### src/rtl/cec_rx_pkg.sv
package cec_rx_pkg;

    typedef enum logic [2:0] {
        S_IDLE   = 3'd0,
        S_SLOW   = 3'd1,
        S_SHIGH  = 3'd2,
        S_DATA   = 3'd3,
        S_HIGH   = 3'd4,
        S_ACK    = 3'd5,
        S_LOWDRV = 3'd6
    } rx_state_e;

    localparam logic [3:0] BCAST_DEST = 4'hF;
    localparam logic [3:0] EOM_POS    = 4'd8;
    localparam logic [3:0] ACK_POS    = 4'd9;

endpackage

### src/rtl/cec_rx_edge.sv
module cec_rx_edge #(
    parameter int STAGES = 2
) (
    input  logic clk,
    input  logic rst_n,
    input  logic line_i,
    output logic level_o,
    output logic fall_o,
    output logic rise_o
);
    logic [STAGES:0] sync_q, sync_d;

    always_comb begin
        sync_d = {sync_q[STAGES-1:0], line_i};
    end

    always_ff @(posedge clk or negedge rst_n) begin
        if (!rst_n) sync_q <= '1;
        else        sync_q <= sync_d;
    end

    assign level_o = sync_q[STAGES-1];
    assign fall_o  = sync_q[STAGES] & ~sync_q[STAGES-1];
    assign rise_o  = ~sync_q[STAGES] & sync_q[STAGES-1];
endmodule

### src/rtl/cec_rx_timer.sv
module cec_rx_timer #(
    parameter int CNT_W = 13
) (
    input  logic             clk,
    input  logic             rst_n,
    input  logic             tick_i,
    input  logic             clr_i,
    output logic [CNT_W-1:0] cnt_o
);
    logic [CNT_W-1:0] cnt_q, cnt_d;

    always_comb begin
        cnt_d = cnt_q;
        if (clr_i)                      cnt_d = '0;
        else if (tick_i && cnt_q != '1) cnt_d = cnt_q + 1'b1;
    end

    always_ff @(posedge clk or negedge rst_n) begin
        if (!rst_n) cnt_q <= '0;
        else        cnt_q <= cnt_d;
    end

    assign cnt_o = cnt_q;
endmodule

### src/rtl/cec_frame_rx.sv
module cec_frame_rx #(
    parameter int MAX_BYTES         = 16,
    parameter int T_START_LOW_MIN   = 3500,
    parameter int T_START_TOTAL_MAX = 4700,
    parameter int T_SAMPLE          = 850,
    parameter int T_BIT_MIN         = 2050,
    parameter int T_BIT_MAX         = 2750,
    parameter int T_ACK_LOW         = 1500,
    parameter int T_ACK_END         = 1750,
    parameter int T_ERR_LOW         = 3600,
    parameter int SYNC_STAGES       = 2,
    localparam int LEN_W            = $clog2(MAX_BYTES + 1)
) (
    input  logic                   clk,
    input  logic                   rst_n,
    input  logic                   tick_i,
    input  logic                   cec_in,
    output logic                   cec_pull_o,
    input  logic [15:0]            own_addr_mask_i,
    output logic [MAX_BYTES*8-1:0] msg_data_o,
    output logic [LEN_W-1:0]       msg_len_o,
    output logic                   msg_valid_o
);
    import cec_rx_pkg::*;

    localparam int T_TOP = (T_START_TOTAL_MAX > T_ERR_LOW) ? T_START_TOTAL_MAX : T_ERR_LOW;
    localparam int CNT_W = $clog2(T_TOP + 2) + 1;
    localparam int BI_W  = (MAX_BYTES > 1) ? $clog2(MAX_BYTES) : 1;

    localparam logic [CNT_W-1:0] LIM_START_LOW = CNT_W'(T_START_LOW_MIN);
    localparam logic [CNT_W-1:0] LIM_START_MAX = CNT_W'(T_START_TOTAL_MAX);
    localparam logic [CNT_W-1:0] LIM_SAMPLE    = CNT_W'(T_SAMPLE);
    localparam logic [CNT_W-1:0] LIM_BIT_MIN   = CNT_W'(T_BIT_MIN);
    localparam logic [CNT_W-1:0] LIM_BIT_MAX   = CNT_W'(T_BIT_MAX);
    localparam logic [CNT_W-1:0] LIM_ACK_LOW   = CNT_W'(T_ACK_LOW);
    localparam logic [CNT_W-1:0] LIM_ACK_END   = CNT_W'(T_ACK_END);
    localparam logic [CNT_W-1:0] LIM_ERR       = CNT_W'(T_ERR_LOW);
    localparam logic [LEN_W-1:0] MAXB          = LEN_W'(MAX_BYTES);

    typedef struct packed {
        rx_state_e                   state;
        logic [3:0]                  bit_pos;
        logic [LEN_W-1:0]            byte_idx;
        logic                        eom;
        logic                        ack_me;
        logic [MAX_BYTES-1:0][7:0]   buffer;
        logic [LEN_W-1:0]            len;
        logic                        valid;
    } rx_regs_t;

    rx_regs_t         r_q, r_d;
    logic             level, fall, rise, clr;
    logic [CNT_W-1:0] cnt;
    logic [3:0]       dest;
    logic             dest_hit;
    logic [BI_W-1:0]  wr_idx;

    cec_rx_edge #(.STAGES(SYNC_STAGES)) edge_i (
        .clk(clk), .rst_n(rst_n), .line_i(cec_in),
        .level_o(level), .fall_o(fall), .rise_o(rise)
    );

    cec_rx_timer #(.CNT_W(CNT_W)) timer_i (
        .clk(clk), .rst_n(rst_n), .tick_i(tick_i), .clr_i(clr), .cnt_o(cnt)
    );

    assign dest     = r_q.buffer[0][3:0];
    assign dest_hit = (dest != BCAST_DEST) && own_addr_mask_i[dest];
    assign wr_idx   = r_q.byte_idx[BI_W-1:0];

    always_comb begin
        r_d       = r_q;
        r_d.valid = 1'b0;
        clr       = 1'b0;
        unique case (r_q.state)
            S_IDLE: begin
                if (fall) begin
                    clr       = 1'b1;
                    r_d.state = S_SLOW;
                end
            end
            S_SLOW: begin
                if (rise) begin
                    if (cnt < LIM_START_LOW) begin
                        r_d.state = S_IDLE;
                    end else begin
                        r_d.state    = S_SHIGH;
                        r_d.buffer   = '0;
                        r_d.len      = '0;
                        r_d.bit_pos  = '0;
                        r_d.byte_idx = '0;
                        r_d.eom      = 1'b0;
                        r_d.ack_me   = 1'b0;
                    end
                end
            end
            S_SHIGH: begin
                if (fall) begin
                    clr       = 1'b1;
                    r_d.state = S_DATA;
                end else if (cnt > LIM_START_MAX) begin
                    r_d.state = S_IDLE;
                end
            end
            S_DATA: begin
                if (cnt >= LIM_SAMPLE) begin
                    if (r_q.bit_pos < EOM_POS) begin
                        if (r_q.byte_idx < MAXB)
                            r_d.buffer[wr_idx][3'd7 - r_q.bit_pos[2:0]] = level;
                    end else begin
                        r_d.eom = level;
                        r_d.len = (r_q.byte_idx < MAXB) ? r_q.byte_idx + 1'b1 : MAXB;
                    end
                    r_d.bit_pos = r_q.bit_pos + 4'd1;
                    r_d.state   = S_HIGH;
                end
            end
            S_HIGH: begin
                if (fall) begin
                    clr = 1'b1;
                    if (cnt < LIM_BIT_MIN) begin
                        r_d.state = S_LOWDRV;
                    end else if (r_q.bit_pos == ACK_POS) begin
                        r_d.state  = S_ACK;
                        r_d.ack_me = dest_hit;
                    end else begin
                        r_d.state = S_DATA;
                    end
                end else if (level && cnt > LIM_BIT_MAX) begin
                    r_d.state = S_IDLE;
                end
            end
            S_ACK: begin
                if (cnt >= LIM_ACK_END) begin
                    if (r_q.eom) begin
                        r_d.valid = 1'b1;
                        r_d.state = S_IDLE;
                    end else begin
                        r_d.bit_pos  = '0;
                        r_d.byte_idx = (r_q.byte_idx == MAXB) ? MAXB : r_q.byte_idx + 1'b1;
                        r_d.state    = S_HIGH;
                    end
                end
            end
            S_LOWDRV: begin
                if (cnt >= LIM_ERR) r_d.state = S_IDLE;
            end
            default: r_d.state = S_IDLE;
        endcase
    end

    always_ff @(posedge clk or negedge rst_n) begin
        if (!rst_n) r_q <= '0;
        else        r_q <= r_d;
    end

    assign cec_pull_o  = (r_q.state == S_LOWDRV) ||
                         (r_q.state == S_ACK && r_q.ack_me && cnt < LIM_ACK_LOW);
    assign msg_data_o  = r_q.buffer;
    assign msg_len_o   = r_q.len;
    assign msg_valid_o = r_q.valid;

    assert_start_min_R1: assert property (@(posedge clk) disable iff (!rst_n)
        (r_q.state == S_SHIGH && $past(r_q.state) == S_SLOW) |-> $past(cnt) >= LIM_START_LOW);

    assert_bit_timeout_R2: assert property (@(posedge clk) disable iff (!rst_n)
        (r_q.state == S_IDLE && $past(r_q.state) == S_HIGH) |-> $past(cnt) > LIM_BIT_MAX);

    assert_sample_point_R3: assert property (@(posedge clk) disable iff (!rst_n)
        (r_q.state == S_HIGH && $past(r_q.state) == S_DATA) |-> $past(cnt) >= LIM_SAMPLE);

    assert_no_bcast_ack_R7: assert property (@(posedge clk) disable iff (!rst_n)
        (r_q.state == S_ACK && (dest == BCAST_DEST || !own_addr_mask_i[dest])) |-> !cec_pull_o);

    assert_valid_after_ack_R8: assert property (@(posedge clk) disable iff (!rst_n)
        msg_valid_o |-> $past(r_q.state) == S_ACK);

    assert_len_bound_R9: assert property (@(posedge clk) disable iff (!rst_n)
        msg_len_o <= MAXB);

    assert_single_strobe_R10: assert property (@(posedge clk) disable iff (!rst_n)
        msg_valid_o |=> !msg_valid_o);

    assert_idle_hold_R10: assert property (@(posedge clk) disable iff (!rst_n)
        (r_q.state == S_IDLE) |=> ($stable(msg_data_o) && $stable(msg_len_o)));
endmodule

### config.mk
export PLATFORM = sky130hd
export DESIGN_NAME = cec_frame_rx
export DESIGN_NICKNAME = d
export VERILOG_FILES = /design/src/rtl/cec_rx_pkg.sv /design/src/rtl/cec_rx_edge.sv /design/src/rtl/cec_rx_timer.sv /design/src/rtl/cec_frame_rx.sv
export SDC_FILE = /design/constraint.sdc
export NUM_CORES = 1
export LEC_CHECK = 0
export CAP_MARGIN = 10
export CORE_MARGIN = 2
export CORE_UTILIZATION = 38
export CTS_CLUSTER_DIAMETER = 40
export CTS_CLUSTER_SIZE = 14
export DETAILED_ROUTE_END_ITERATION = 10
export PLACE_DENSITY = 0.65
export REMOVE_ABC_BUFFERS = 1
export SYNTH_ARGS = -nofsm -noshare
export SYNTH_HDL_FRONTEND = slang
export SYNTH_SLANG_ARGS = --single-unit
### constraint.sdc
create_clock -name clk -period 5.4 [get_ports clk]
set_input_delay 0.54 -clock clk [delete_from_list [all_inputs] [get_ports clk]]
set_output_delay 0.54 -clock clk [all_outputs]
set_load 0.01 [all_outputs]
==> qor.txt <==
Num CTS Buffers: 17
GRT Max-Usage Layer: met2
MaxCap Viol Count: 0
Pin count of the biggest net entering global routing: 116
CP Max Fanout: 58
Final WL: 30000 um
Placed insts: 1342
Initial antenna violation count: 0
Failing checks: DRC
Area after DPL: 0.0107 mm2
Final Hold Violating Endpoints: 0
Initial drt markers: 836
CTS tree: yes
Design Area, Final: 0.0113 mm2
Area growth syn-to-layout: 11.4%
Synth area leader: dfrtp_1
Flop-to-flop setup slack: 2.27 ns
GR Util All Layers: 0.211
Crit path time final: 3.13 ns
Layout Skew: 0.0209 ns
Setup Buffers After CTS: 0
Grt met1 use: 0.295
Commonest non-fill, non-tap cell in the layout: dfrtp_1
First-pass GRT wire length: 46400 um
Critical path required time: 5.75 ns
# rows: 59
DPL Wire Length: 18600 um
Setup WS pre-CTS: 2.34 ns
Pwr/cell area: 308 mW/mm2
Post-synthesis async set-or-reset flop share: 1.00
Final-report setup violation count: 0
Die height: 167 um
Ant. Diodes: 0
FMAX: 0.320 GHz
Final period utilization: 0.579
Synth Area per Inst: 9.40 um2
Clock Latency Late Sink: 0.45 ns
Detailed-route DRC error count: 5
# clock sinks: 165
Worst VDD drop: 0.000226 V
Clock root cell: clkbuf_16
DIE AREA: 0.0280 mm2
RR Startpoint: r_q[147]
Initial core utilization: 0.388
Hold_buf cts: 0
Port-buffer cells: 153
Commonest non-fill, non-tap cells in the layout: dfrtp_1, clkdlybuf4s50_1, a21oi_1, o31ai_1, o21ai_1
Tightest Pin Transition: 1.02 ns
Top-area cell type share of the netlist area: 0.400
Max clock buf depth: 2
Post-synth EDFFs: 0
Reg-to-reg endpoint: msg_data_o[23]
Yosys reg bits: 165
Chip width: 167 um
Io pins: 155
Share of layout cells above drive strength 1: 0.0924
Power consumption: 3490 uW
Critical path launch point type: flip-flop
H-tree lvl count: 4
Via count: 8231
GP Congestion: 0.843
Worst Hold Slack: 0.149 ns
Slew Limit Fails: 0
Leakage: 0.00454 uW
Detail Route Antenna Nets: 0
Reg clk slew, reported paths: 0.08 ns
Met2 Usage GRT: 0.328
Most used DFF post-synth: dfrtp_1
Drt wl/cell: 21.8 um
GR Overflow Total: 0
Via-to-Cell Ratio: 5.99
RSZ-0062 raised after global routing: false
NumNets Final: 1055
Status: finished with violations
Cell count of the worst reg-to-reg path: 7
Resized Gates After CTS: 0
Worst setup margin: 2.27 ns
Critical Path AT: 3.48 ns
Post-Syn Instances: 1079
Core ar.: 0.0261 mm2
Met3 usage: 0.0449
Distinct cells, synth: 76
CP Capture Type: flip-flop
Initial DRT Pass Iterations: 8
Relative slew slack: 0.319
Vias in the first global route: 7871
Synthesis warning total: 0
Worst hold path class: input pin to asynchronous set/reset pin
Crit path kind: flip-flop to flip-flop
Synth top area cells: dfrtp_1, buf_4, o31ai_1
Layout Cells excl Fill: 1374
Seq/Total Area, Yosys: 0.407
Cell Area, Synth: 0.0101 mm2
## Yosys cell counts, drive strengths merged (2+ instances only)
cell / instances
a31oi: 3
o31ai: 136
dfstp: 3
o21a: 4
nand3b: 13
a211oi: 6
and4b: 2
inv: 12
o21ai: 136
nor4b: 2
nand2: 26
or3: 8
dfrtp: 162
and3b: 9
and2: 11
a21oi: 136
nand3: 10
mux2i: 2
nand4: 18
or4: 7
a21boi: 2
clkbuf: 43
or2: 3
nor4: 4
nand2b: 4
xnor2: 3
nor3: 11
nor2: 32
buf: 196
mux2: 12
o211ai: 4
mux4: 4
and3: 7
a2111oi: 2
a2111o: 2
o41ai: 2
xor2: 8
nor3b: 5
ha: 9
nor2b: 2
a21o: 2
## registers in the layout, indices dropped and copies added (netlist names)
register,count
edge_i.sync_q,3
msg_data_o,128
msg_len_o,5
msg_valid_o,1
r_q,14
timer_i.cnt_o,14
## stage by stage
step / TNS, ns / utilization
floorplan: -106.19 / -
finish: 0 / 0.433
detailed placement: 0 / 0.409
CTS: 0 / 0.433
global route: 0 / 0.433
global placement: 0 / 0.409
## where the power goes
part / leakage, uW / switching (uW) / internal, uW
Combinational: 0.00196 / 648 / 250
Clock: 0.000296 / 599 / 626
Sequential: 0.00228 / 93.4 / 1270
## worst max path at each step
stage,start,slack (ns),cells past startpoint,end
5_1_grt,r_q[147],2.05,7,msg_data_o[43]
4_1_cts,r_q[147],2.34,6,msg_data_o[112]
3_3_place_gp,r_q[147],2.38,7,msg_data_o[43]
6_report,r_q[147],2.27,7,msg_data_o[23]
2_1_floorplan,r_q[145],-0.85,5,msg_data_o[120]
3_5_place_dp,r_q[147],2.34,6,msg_data_o[112]
## area by class of cell
| type | instances | area (um2) |
|---|---|---|
| Sequential cell | 165 | 4130 |
| Clock inverter | 15 | 183 |
| Inverter | 12 | 45.0 |
| Fill cell | 2491 | 14800 |
| Tap cell | 335 | 419 |
| Multi-Input combinational cell | 663 | 4450 |
| Clock buffer | 17 | 425 |
| Timing Repair Buffer | 167 | 1650 |
## cell families after synthesis
logic type               share of synthesized area
XOR/XNOR                                   0.00950
multiplexers                                0.0242
AO/OA/AOI/OAI                                0.272
adder cells (fa/ha/maj)                     0.0121
buffers and inverters                        0.155
flip-flops                                   0.407
AND/OR/NAND/NOR                              0.119
## worst max-delay path, stage by stage (launching register included)
cell and delay, ns:
dfrtp_1 0.63, nand3b_1 0.18, buf_4 0.50, or3_1 0.21, a21boi_4 0.57, buf_4 0.63
o31ai_1 0.18, o21ai_1 0.10
## routing by layer
layer / vias to the layer above / share of wire / wire length [um]
met4: 0 / 0.021 / 617
met5: - / 0 / 0
li1: 3736 / - / -
met3: 41 / 0.072 / 2160
met2: 349 / 0.47 / 14000
met1: 4105 / 0.44 / 13200
(Power assumes the default switching activity.)
